$ cat src/rtl/lptmr_pkg.sv
package lptmr_pkg;
  typedef enum logic [1:0] {
    RM_FREE    = 2'd0,
    RM_ONESHOT = 2'd1,
    RM_CHAIN   = 2'd2,
    RM_DUAL    = 2'd3
  } rep_mode_e;

  localparam int NFLAGS  = 5;
  localparam int FL_CMP0 = 0;
  localparam int FL_CMP1 = 1;
  localparam int FL_UF   = 2;
  localparam int FL_REP0 = 3;
  localparam int FL_REP1 = 4;
endpackage

$ cat src/rtl/lptmr_presc.sv
module lptmr_presc #(
  parameter int PW     = 4,
  parameter int MAXEXP = 8
) (
  input  logic          clk,
  input  logic          rst,
  input  logic          run,
  input  logic          restart,
  input  logic [PW-1:0] code,
  output logic          tick
);
  localparam logic [PW-1:0] MAXC = PW'(MAXEXP);

  logic [MAXEXP-1:0] div_q;
  logic [MAXEXP-1:0] mask;
  logic [PW-1:0]     expo;

  assign expo = (code > MAXC) ? MAXC : code;

  always_comb begin
    for (int i = 0; i < MAXEXP; i++) mask[i] = (i < int'(expo));
  end

  assign tick = run && ((div_q & mask) == mask);

  always_ff @(posedge clk) begin
    if (rst || restart) div_q <= '0;
    else if (run)       div_q <= div_q + MAXEXP'(1);
  end
endmodule

$ cat src/rtl/lptmr_repeat.sv
module lptmr_repeat
  import lptmr_pkg::*;
#(
  parameter int RW = 8
) (
  input  logic          clk,
  input  logic          rst,
  input  rep_mode_e     mode,
  input  logic          uf,
  input  logic          wr0,
  input  logic [RW-1:0] wdata0,
  input  logic          wr1,
  input  logic [RW-1:0] wdata1,
  output logic [RW-1:0] rep0,
  output logic [RW-1:0] rep1,
  output logic          evt0,
  output logic          evt1,
  output logic          halt
);
  logic [RW-1:0] r0_q, r1_q;
  logic          pend_q;
  logic          r0_low, r1_low, r0_one, r1_one, load_chain;
  logic [RW-1:0] r0_dec, r1_dec;

  assign r0_low = (r0_q <= RW'(1));
  assign r1_low = (r1_q <= RW'(1));
  assign r0_one = (r0_q == RW'(1));
  assign r1_one = (r1_q == RW'(1));
  assign r0_dec = (r0_q != '0) ? r0_q - RW'(1) : r0_q;
  assign r1_dec = (r1_q != '0) ? r1_q - RW'(1) : r1_q;
  assign load_chain = uf && (mode == RM_CHAIN) && r0_low && pend_q;

  always_comb begin
    evt0 = 1'b0;
    evt1 = 1'b0;
    halt = 1'b0;
    if (uf) begin
      unique case (mode)
        RM_FREE: ;
        RM_ONESHOT: begin
          evt0 = r0_low;
          halt = r0_low;
        end
        RM_CHAIN: begin
          evt0 = r0_low;
          halt = r0_low && !pend_q;
        end
        RM_DUAL: begin
          evt0 = r0_one;
          evt1 = r1_one;
          halt = r0_low && r1_low;
        end
        default: ;
      endcase
    end
  end

  always_ff @(posedge clk) begin
    if (rst) begin
      r0_q   <= '0;
      r1_q   <= '0;
      pend_q <= 1'b0;
    end else begin
      if (wr0)                     r0_q <= wdata0;
      else if (load_chain)         r0_q <= r1_q;
      else if (uf && mode != RM_FREE) r0_q <= r0_dec;

      if (wr1)                       r1_q <= wdata1;
      else if (uf && mode == RM_DUAL) r1_q <= r1_dec;

      if (wr1)             pend_q <= 1'b1;
      else if (load_chain) pend_q <= 1'b0;
    end
  end

  assign rep0 = r0_q;
  assign rep1 = r1_q;
endmodule

$ cat src/rtl/lptmr_flags.sv
module lptmr_flags #(
  parameter int N = 5
) (
  input  logic         clk,
  input  logic         rst,
  input  logic [N-1:0] set,
  input  logic [N-1:0] clr,
  input  logic [N-1:0] en,
  output logic [N-1:0] flags,
  output logic         irq
);
  logic [N-1:0] flags_q, flags_d;
  logic         irq_q;

  assign flags_d = (flags_q & ~clr) | set;

  always_ff @(posedge clk) begin
    if (rst) begin
      flags_q <= '0;
      irq_q   <= 1'b0;
    end else begin
      flags_q <= flags_d;
      irq_q   <= |(flags_d & en);
    end
  end

  assign flags = flags_q;
  assign irq   = irq_q;
endmodule

$ cat src/rtl/lptmr_core.sv
module lptmr_core
  import lptmr_pkg::*;
#(
  parameter int          CW       = 24,
  parameter int          RW       = 8,
  parameter int          PW       = 4,
  parameter int          MAXEXP   = 8,
  parameter int unsigned FREE_TOP = 32'h0000FFFF
) (
  input  logic              clk,
  input  logic              rst,
  input  logic              start_i,
  input  logic              stop_i,
  input  logic              clear_i,
  input  logic [1:0]        mode_i,
  input  logic              topsel_i,
  input  logic              buftop_i,
  input  logic [PW-1:0]     presc_i,
  input  logic              cmp0_wr_i,
  input  logic [CW-1:0]     cmp0_wdata_i,
  input  logic [CW-1:0]     cmp1_i,
  input  logic              rep0_wr_i,
  input  logic [RW-1:0]     rep0_wdata_i,
  input  logic              rep1_wr_i,
  input  logic [RW-1:0]     rep1_wdata_i,
  input  logic [NFLAGS-1:0] irq_en_i,
  input  logic [NFLAGS-1:0] flag_clr_i,
  output logic [CW-1:0]     count_o,
  output logic [CW-1:0]     cmp0_o,
  output logic [RW-1:0]     rep0_o,
  output logic [RW-1:0]     rep1_o,
  output logic              running_o,
  output logic              uf_o,
  output logic              cmp0_hit_o,
  output logic              cmp1_hit_o,
  output logic              rep0_zero_o,
  output logic              rep1_zero_o,
  output logic [NFLAGS-1:0] flags_o,
  output logic              irq_o
);
  localparam logic [CW-1:0] FIXED_TOP = CW'(FREE_TOP);

  rep_mode_e         mode;
  logic              run_q, tick, uf, halt, evt0, evt1, m0, m1, go;
  logic [CW-1:0]     cnt_q, cmp0_q, reload;
  logic [NFLAGS-1:0] evset;
  logic [4:0]        strobe_q;

  assign mode   = rep_mode_e'(mode_i);
  assign go     = start_i && !stop_i;
  assign uf     = tick && (cnt_q == '0);
  assign m0     = tick && (cnt_q == cmp0_q);
  assign m1     = tick && (cnt_q == cmp1_i);
  assign reload = topsel_i ? cmp0_q : FIXED_TOP;

  lptmr_presc #(.PW(PW), .MAXEXP(MAXEXP)) presc_i0 (
    .clk(clk), .rst(rst), .run(run_q), .restart(go), .code(presc_i), .tick(tick)
  );

  lptmr_repeat #(.RW(RW)) rep_i0 (
    .clk(clk), .rst(rst), .mode(mode), .uf(uf),
    .wr0(rep0_wr_i), .wdata0(rep0_wdata_i),
    .wr1(rep1_wr_i), .wdata1(rep1_wdata_i),
    .rep0(rep0_o), .rep1(rep1_o), .evt0(evt0), .evt1(evt1), .halt(halt)
  );

  always_comb begin
    evset          = '0;
    evset[FL_CMP0] = m0;
    evset[FL_CMP1] = m1;
    evset[FL_UF]   = uf;
    evset[FL_REP0] = evt0;
    evset[FL_REP1] = evt1;
  end

  lptmr_flags #(.N(NFLAGS)) flags_i0 (
    .clk(clk), .rst(rst), .set(evset), .clr(flag_clr_i), .en(irq_en_i),
    .flags(flags_o), .irq(irq_o)
  );

  always_ff @(posedge clk) begin
    if (rst) begin
      run_q    <= 1'b0;
      cnt_q    <= '0;
      cmp0_q   <= '0;
      strobe_q <= '0;
    end else begin
      if (stop_i)     run_q <= 1'b0;
      else if (go)    run_q <= 1'b1;
      else if (halt)  run_q <= 1'b0;

      if (clear_i)    cnt_q <= '0;
      else if (uf)    cnt_q <= reload;
      else if (tick)  cnt_q <= cnt_q - CW'(1);

      if (cmp0_wr_i)              cmp0_q <= cmp0_wdata_i;
      else if (buftop_i && evt0)  cmp0_q <= cmp1_i;

      strobe_q <= {evt1, evt0, uf, m1, m0};
    end
  end

  assign count_o     = cnt_q;
  assign cmp0_o      = cmp0_q;
  assign running_o   = run_q;
  assign cmp0_hit_o  = strobe_q[0];
  assign cmp1_hit_o  = strobe_q[1];
  assign uf_o        = strobe_q[2];
  assign rep0_zero_o = strobe_q[3];
  assign rep1_zero_o = strobe_q[4];
endmodule

$ cat config.mk
export PLATFORM = sky130hd
export DESIGN_NAME = lptmr_core
export DESIGN_NICKNAME = d
export VERILOG_FILES = /design/src/rtl/lptmr_pkg.sv /design/src/rtl/lptmr_presc.sv /design/src/rtl/lptmr_repeat.sv /design/src/rtl/lptmr_flags.sv /design/src/rtl/lptmr_core.sv
export SDC_FILE = /design/constraint.sdc
export NUM_CORES = 1
export LEC_CHECK = 0
export BUFFER_PORTS_ARGS = -buffer_cell sky130_fd_sc_hd__buf_4
export CORE_MARGIN = 5
export CORE_UTILIZATION = 52
export CTS_BUF_LIST = sky130_fd_sc_hd__clkbuf_16
export DETAILED_ROUTE_END_ITERATION = 6
export GPL_TIMING_DRIVEN = 0
export PLACE_DENSITY_LB_ADDON = 0.2
export SLEW_MARGIN = 20
export SYNTH_ARGS = -nofsm -noshare
export SYNTH_HDL_FRONTEND = slang
export SYNTH_SLANG_ARGS = --single-unit
$ cat constraint.sdc
create_clock -name clk -period 3.1 [get_ports clk]
set_input_delay 0.775 -clock clk [delete_from_list [all_inputs] [get_ports clk]]
set_output_delay 0.775 -clock clk [all_outputs]
set_load 0.01 [all_outputs]
## Yosys cells after proc, flatten, opt, wreduce, memory -nomap -nowiden

Index checks and enable logic that the tools add are counted.

| operators by class | value |
|---|---|
| add/sub/neg operators | 4 |
| $lt $le $gt $ge | 11 |
| reduce and logical (&&, ||, !) cells | 34 |
| bitwise logic cells | 5 |
| muxes and demuxes | 23 |
| equality and inequality tests | 8 |

Operator list:

| cell | number |
|---|---|
| $mux W24 | 5 |
| $mux W8 | 7 |
| $eq A24 B24 Y1 | 2 |
| $logic_not A24 Y1 | 1 |
| $sub A24 B1 Y24 const B | 1 |
| $eq A8 B1 Y1 const B | 2 |
| $le A8 B1 Y1 const B | 2 |
| $lt A3 B4 Y1 const A | 4 |
| $reduce_bool A8 Y1 | 2 |
| $sub A8 B1 Y8 const B | 2 |
| $reduce_bool A2 Y1 | 7 |
| $logic_and A1 B1 Y1 | 13 |
| $and A5 B5 Y5 | 2 |
| $add A8 B1 Y8 const B | 1 |
| $and A8 B8 Y8 | 1 |
| $eq A8 B8 Y1 | 1 |
| $lt A1 B4 Y1 const A | 2 |
| $lt A2 B4 Y1 const A | 2 |
| $mux W1 | 8 |
| $reduce_bool A3 Y1 | 2 |
| $reduce_or A2 Y1 | 3 |
| $not A5 Y5 | 1 |
| $or A5 B5 Y5 | 1 |
| $reduce_or A5 Y1 | 1 |
| 9 further kinds | 12 |

| word-level totals | value |
|---|---|
| register bits | 85 |
| logic and storage cells | 95 |
| output and inout port bits | 76 |

## Logic depth before layout (Yosys ltp)

| logic depth | value |
|---|---|
| depth after elaboration | 12 |
| depth in mapped cells | 10 |
| depth with buffers taken out | 8 |

## Modules after synthesis

A second synthesis with hierarchy kept.

| second synthesis, totals | value |
|---|---|
| cell total of the unflattened synthesis | 698 |
| area, all modules | 5,368.9 µm² |

By module, submodules not included:

| module | cells an instance | instances | sequential area each (µm²) | area an instance (µm²) |
|---|---|---|---|---|
| lptmr_core | 460 | 1 | 1,081.0 | 3,404.5 |
| lptmr_repeat | 160 | 1 | 340.3 | 1,273.7 |
| lptmr_presc | 51 | 1 | 160.2 | 446.7 |
| lptmr_flags | 27 | 1 | 120.1 | 244.0 |

## Worst setup path before layout

OpenSTA, ideal clock, no wires.

| path | value |
|---|---|
| path type | input port to flip-flop |
| start | in mode_i[0] |
| end | reg cmp0_q[0] (netlist: cmp0_o[0]) |
| stages on the path | 10 |
| slack | 0.482 ns |
| library setup time | 0.104 ns |
| data required time | 2.996 ns |
| arrival time | 2.515 ns |
| buffers on the path | 2 |
| path through | inv_1 > ha_1 > o21ai_0 > a2111oi_2 > nand2_1 > nor3_2 > buf_2 > buf_4 > nor3_1 > a2111oi_2 |

| on the way | value |
|---|---|
| word-level cells in the longest chain between the ends | 6 |
| elaborated cells on any way between the ends | 8 |
| those cells by class | 3 x eq/ne; 2 x mux; 3 x reduce/logical |

RTL lines:

| element | RTL line | RTL |
|---|---|---|
| start, declared | lptmr_core.sv:15 | `input logic [1:0] mode_i,` |
| $eq A2 B1 Y1 or $eq A2 B2 Y1 (tied branches) | lptmr_repeat.sv:38 | `unique case (mode)` |
| $reduce_or A2 Y1 (no line) | n/a |  |
| $pmux W1 S2 (*) | lptmr_repeat.sv:38 |  |
| $mux W1 (*) | lptmr_repeat.sv:37 | `if (uf) begin` |
| $logic_and A1 B1 Y1 (*) | lptmr_core.sv:97 | `else if (buftop_i && evt0) cmp0_q <= cmp1_i;` |
| $reduce_bool A2 Y1 (no line) (*) | n/a |  |
| end signal, assigned | lptmr_core.sv:96 | `if (cmp0_wr_i) cmp0_q <= cmp0_wdata_i;` |
| end signal, assigned | lptmr_core.sv:97 |  |
| end, declared | lptmr_core.sv:45 | `logic [CW-1:0] cnt_q, cmp0_q, reload;` |

Every way passes the cells marked *; elsewhere a longest branch is shown, timed or not.
A chain may end at the register's enable or synchronous reset.

## Final worst setup path

| path | value |
|---|---|
| start | reg cnt_q[0] (netlist: count_o[0]) |
| end | reg cnt_q[11] (netlist: count_o[11]) |

| on the way | value |
|---|---|
| word-level cells in the longest chain between the ends | 3 |
| elaborated cells on any way between the ends | 6 |
| those cells by class | 1 x add/sub; 2 x mux; 3 x reduce/logical |

RTL lines:

| element | RTL line | RTL |
|---|---|---|
| start, declared | lptmr_core.sv:45 |  |
| start signal, assigned | lptmr_core.sv:93 | `else if (uf) cnt_q <= reload;` |
| start signal, assigned | lptmr_core.sv:94 | `else if (tick) cnt_q <= cnt_q - CW'(1);` |
| $sub A24 B1 Y24 or $logic_not A24 Y1 (tied branches) | lptmr_core.sv:94, lptmr_core.sv:51 |  |
| $mux W24 or $logic_and A1 B1 Y1 (tied branches) | lptmr_core.sv:94, lptmr_core.sv:51 |  |
| $mux W24 or $reduce_bool A2 Y1 (tied branches) | n/a |  |

Parallel ways exist; a longest one is shown, timed or not. The select of a mux whose other input is x is not followed.

==> impl_metrics.py <==
metrics = {
    "die": {
        "num_rows": 37,
        "io_pins": 166,
        "die_h_microns": 113,
        "die_x_microns": 113,
        "initial_utilization_pct": 53.1,
        "core_sq_mm": 0.0103,
        "die_area_sq_mm": 0.0127,
    },
    "critical_path": {
        "worst-path-max-fanout": 10,
        "r2r_end": "count_o[11]$_SDFFE_PP0P_",
        "cp-start-kind": "flip-flop",
        "slowest_delay_ns": 0.59,
        "slowest_stage": "or3_1",
        "r2r_cells": 9,
        "end_kind": "flip-flop",
        "crit_type": "flip-flop to flip-flop",
        "crit_arrival_ns": 3.11,
        "r2r_slack_ns": 0.20,
        "cp_common_cell": "or3_1",
        "cpLargestDelayFamily": "simple AND/OR/NAND/NOR gates",
        "r2r_start": "count_o[0]$_SDFFE_PP0P_",
        "path_buf_inv": 2,
        "cp_cell_sequence": "clkbuf_1 -> inv_1 -> ha_1 -> nor4b_2 -> nand2_1 -> or3_1 -> or3_1 -> a32oi_1 -> nor2_1",
        "critical_path_required_ns": 3.30,
    },
    "synthesis": {
        "synth_top_family_by_area": "simple AND/OR/NAND/NOR gates",
        "syn_inst": 679,
        "synthMuxAreaShare_pct": 1.12,
        "synth_ff_type": "dfxtp_1",
        "synth_edf_count": 0,
        "ys_types": 62,
        "ys_warn_count": 0,
        "syn_area_sq_mm": 0.00548,
        "seq_area_frac_synth_pct": 31.0,
        "avgSynthCellArea_sq_um": 8.07,
        "synth_fa_ha_area_share_pct": 2.28,
        "synth-simple-area-share_pct": 26.8,
        "postSynth.asyncResetShare_pct": 0,
        "synth_compound_area_share_pct": 21.2,
        "syn_nets": 779,
        "yosys.area_share.xor_xnor_pct": 10.4,
        "ys_ff_latch": 85,
    },
    "final_layout": {
        "drive_gt1_share_pct": 26.0,
        "n_antenna_cell": 0,
        "area_growth_pct": 31.2,
        "fin_nets": 950,
        "nFillCells": 848,
        "design_area_sq_mm": 0.00719,
    },
    "place": {
        "routabilityCongestion": 0.953,
        "io_buffer_count": 160,
        "postPlaceCellArea_sq_mm": 0.00686,
        "dpl.hpwl_mm": 15.0,
    },
    "routing": {
        "routed_wl_mm": 19.8,
        "ant_nets": 0,
        "drt_iter0_markers": 696,
        "viasPerCell": 6.21,
        "avgRoutedWirePerCell_microns": 20.0,
        "drc": 0,
        "drt_first_pass_iters": 7,
        "vias": 6152,
    },
    "power_and_ir_drop": {
        "p_total_w": 0.00281,
        "ir_drop_uv": 205,
        "p_per_area_mw_per_mm2": 391,
        "p_leak_nw": 3.07,
    },
    "clock_network": {
        "clkTransAtPathRegs_ns": 0.06,
        "cts_buffers": 9,
        "cts_tree": "done",
        "clk_latency_ns": 0.35,
        "htreeDepth": 3,
        "cts_root_buf": "clkbuf_16",
        "cts.sinks": 85,
        "ctsHoldBuffers": 0,
        "clock_path_buffers": 2,
        "cts_setup_buffers": 0,
    },
    "global_routing": {
        "antenna_found_initial": 0,
        "track_usage_pct": 30.1,
        "grt-ovfl-total": 0,
        "grt_pass1_vias": 5957,
        "grt_pass1_wl_mm": 30.7,
        "grt_max_degree": 14,
    },
    "flow_run": {
        "drv_cap": 0,
    },
    "sta": {
        "min_period_ns": 2.90,
        "slew_violations": 0,
        "max_slew_margin_pct": 47.5,
        "finalSetupViolCount": 0,
        "worstMarginPinSlew_ns": 0.788,
        "hold_viol": 0,
        "post-route-period-util_pct": 93.7,
        "finClkSkew_ns": 0.00629,
        "fmax_ghz": 0.344,
        "grt_setup_unrepaired": "no",
    },
    "hold_path": {
        "whs_path_depth": 2,
        "hp-start": "presc_i0.div_q[7]$_SDFFE_PP0P_",
        "hp-class": "flip-flop to flip-flop",
        "hold_end": "presc_i0.div_q[7]$_SDFFE_PP0P_",
    },
    "status": {
        "outcome": "finished, final reports clean",
    },
}
## layout make-up
cell class	instances	area, sq um	area share (%)
multi-input combinational	492	3420	47.5
sequential	85	1700	23.7
timing repair buffer	160	1200	16.7
clock buffer	9	225	3.13
buffer	54	219	3.04
inverter	48	180	2.50
tap	136	170	2.37
clock inverter	6	80.1	1.11
## Yosys cell counts, types with 3 or more instances
library cell,count,share of area (%)
a2111oi_0,4,0.64
a2111oi_2,21,5.8
a211oi_1,4,0.55
a21o_1,3,0.41
a21oi_1,37,3.4
a31oi_1,4,0.46
and2_1,4,0.46
and3_1,6,0.68
buf_2,5,0.46
clkbuf_1,45,3.1
dfxtp_1,85,31
ha_1,10,2.3
inv_1,48,3.3
mux2i_1,5,0.91
nand2_1,38,2.6
nand2b_1,5,0.57
nand3_1,11,1.0
nand3b_1,3,0.41
nand4_1,20,2.3
nor2_1,40,2.7
nor2b_1,5,0.57
nor3_1,50,4.6
nor3_2,3,0.55
nor3b_1,27,3.7
nor4_1,21,2.4
nor4b_1,3,0.48
o211ai_1,3,0.41
o21a_1,10,1.4
o21ai_0,23,2.1
o311ai_0,6,0.96
o31ai_1,8,1.1
o41ai_1,4,0.64
or2_2,5,0.57
or3_1,13,1.5
or4_1,3,0.41
xnor2_1,18,2.9
xor2_1,47,7.5
## flip-flops by register name, summed over array words and instances, names as in the netlist
signal	count
flags_i0.irq	1
rep_i0.rep1	8
flags_i0.flags	5
count_o	24
cmp0_o	24
rep_i0.rep0	8
running_o	1
rep_i0.pend_q	1
strobe_q	5
presc_i0.div_q	8
## worst register-to-register path: stages, from the launching register on
cell and delay, ns:
dfxtp_1 0.31, clkbuf_1 0.20, inv_1 0.11, ha_1 0.20
nor4b_2 0.35, nand2_1 0.33, or3_1 0.59, or3_1 0.37
a32oi_1 0.24, nor2_1 0.07
## timing repair
action,CTS,global route
resized for setup,2,5
cloned,0,0
pin swaps,0,1
setup endpoints to repair,8,40
endpoints found under the hold margin,0,0
## stage by stage
step / hold slack [ns] / TNS (ns) / std cells / setup slack [ns] / util [%]
5_1_grt: 0.523 / 0 / 990 / 0.0232 / 69.7
3_5_place_dp: 0.484 / -3.24 / 975 / -0.250 / 66.4
3_3_place_gp: 0.470 / -1.45 / 975 / -0.164 / 66.4
6_report: 0.494 / 0 / 990 / 0.196 / 69.7
4_1_cts: 0.493 / 0 / 990 / 0.0778 / 69.4
2_1_floorplan: 0.453 / 0 / 679 / 0.482 / -
## logic make-up after synthesis
group,Yosys count
muxes,6
adders and majority gates,10
xor gates and xnor gates,65
buffers and inverters,102
AOI/OAI and AO/OA,148
and+or+nand+nor,263
DFF,85
## where the power goes
group / total (W) / internal [W] / switching (W)
combinational: 0.000467 / 0.000227 / 0.000241
sequential: 0.00119 / 0.00113 / 0.0000603
clock: 0.00115 / 0.000695 / 0.000458
total: 0.00281 / 0.00205 / 0.000759
## how the worst max path moves through the flow
stage                                  end  slack, ns  cells past startpoint                     start
6_report          count_o[11]$_SDFFE_PP0P_       0.20                      9   count_o[0]$_SDFFE_PP0P_
5_1_grt             cmp0_o[8]$_SDFFE_PP0P_       0.02                      9  count_o[17]$_SDFFE_PP0P_
4_1_cts           count_o[11]$_SDFFE_PP0P_       0.08                      9   count_o[0]$_SDFFE_PP0P_
3_5_place_dp   rep_i0.rep1[5]$_SDFFE_PP0P_      -0.25                     10   count_o[0]$_SDFFE_PP0P_
3_3_place_gp   rep_i0.rep1[6]$_SDFFE_PP0P_      -0.16                     10   count_o[0]$_SDFFE_PP0P_
2_1_floorplan       cmp0_o[0]$_SDFFE_PP0P_       0.48                     10                 mode_i[0]
## placed cells by master, fill, tap and decap left out, types with 3 or more instances in the layout
master / synthesis / final
a2111oi_0: 4 / 4
a2111oi_2: 21 / 20
a211oi_1: 4 / 4
a21o_1: 3 / 3
a21oi_1: 37 / 37
a31oi_1: 4 / 4
and2_1: 4 / 4
and3_1: 6 / 6
buf_2: 5 / 5
buf_4: 2 / 162
clkbuf_1: 45 / 43
clkbuf_16: 0 / 9
dfxtp_1: 85 / 85
ha_1: 10 / 10
inv_1: 48 / 49
mux2i_1: 5 / 5
nand2_1: 38 / 38
nand2b_1: 5 / 5
nand3_1: 11 / 10
nand3b_1: 3 / 3
nand4_1: 20 / 20
nor2_1: 40 / 40
nor2b_1: 5 / 5
nor3_1: 50 / 48
nor3_2: 3 / 5
nor3b_1: 27 / 27
nor4_1: 21 / 21
o211ai_1: 3 / 3
o21a_1: 10 / 10
o21ai_0: 23 / 23
o311ai_0: 6 / 6
o31ai_1: 8 / 8
o41ai_1: 4 / 4
or2_2: 5 / 5
or3_1: 13 / 13
or4_1: 3 / 3
xnor2_1: 18 / 18
xor2_1: 47 / 47
## metal layers
metal,wire length [microns],global-route usage [%]
met1,7700,38.3
met4,759,14.2
met3,2180,6.68
met2,9110,48.1
met5,0,0
Power figures use the tool's default switching activity.
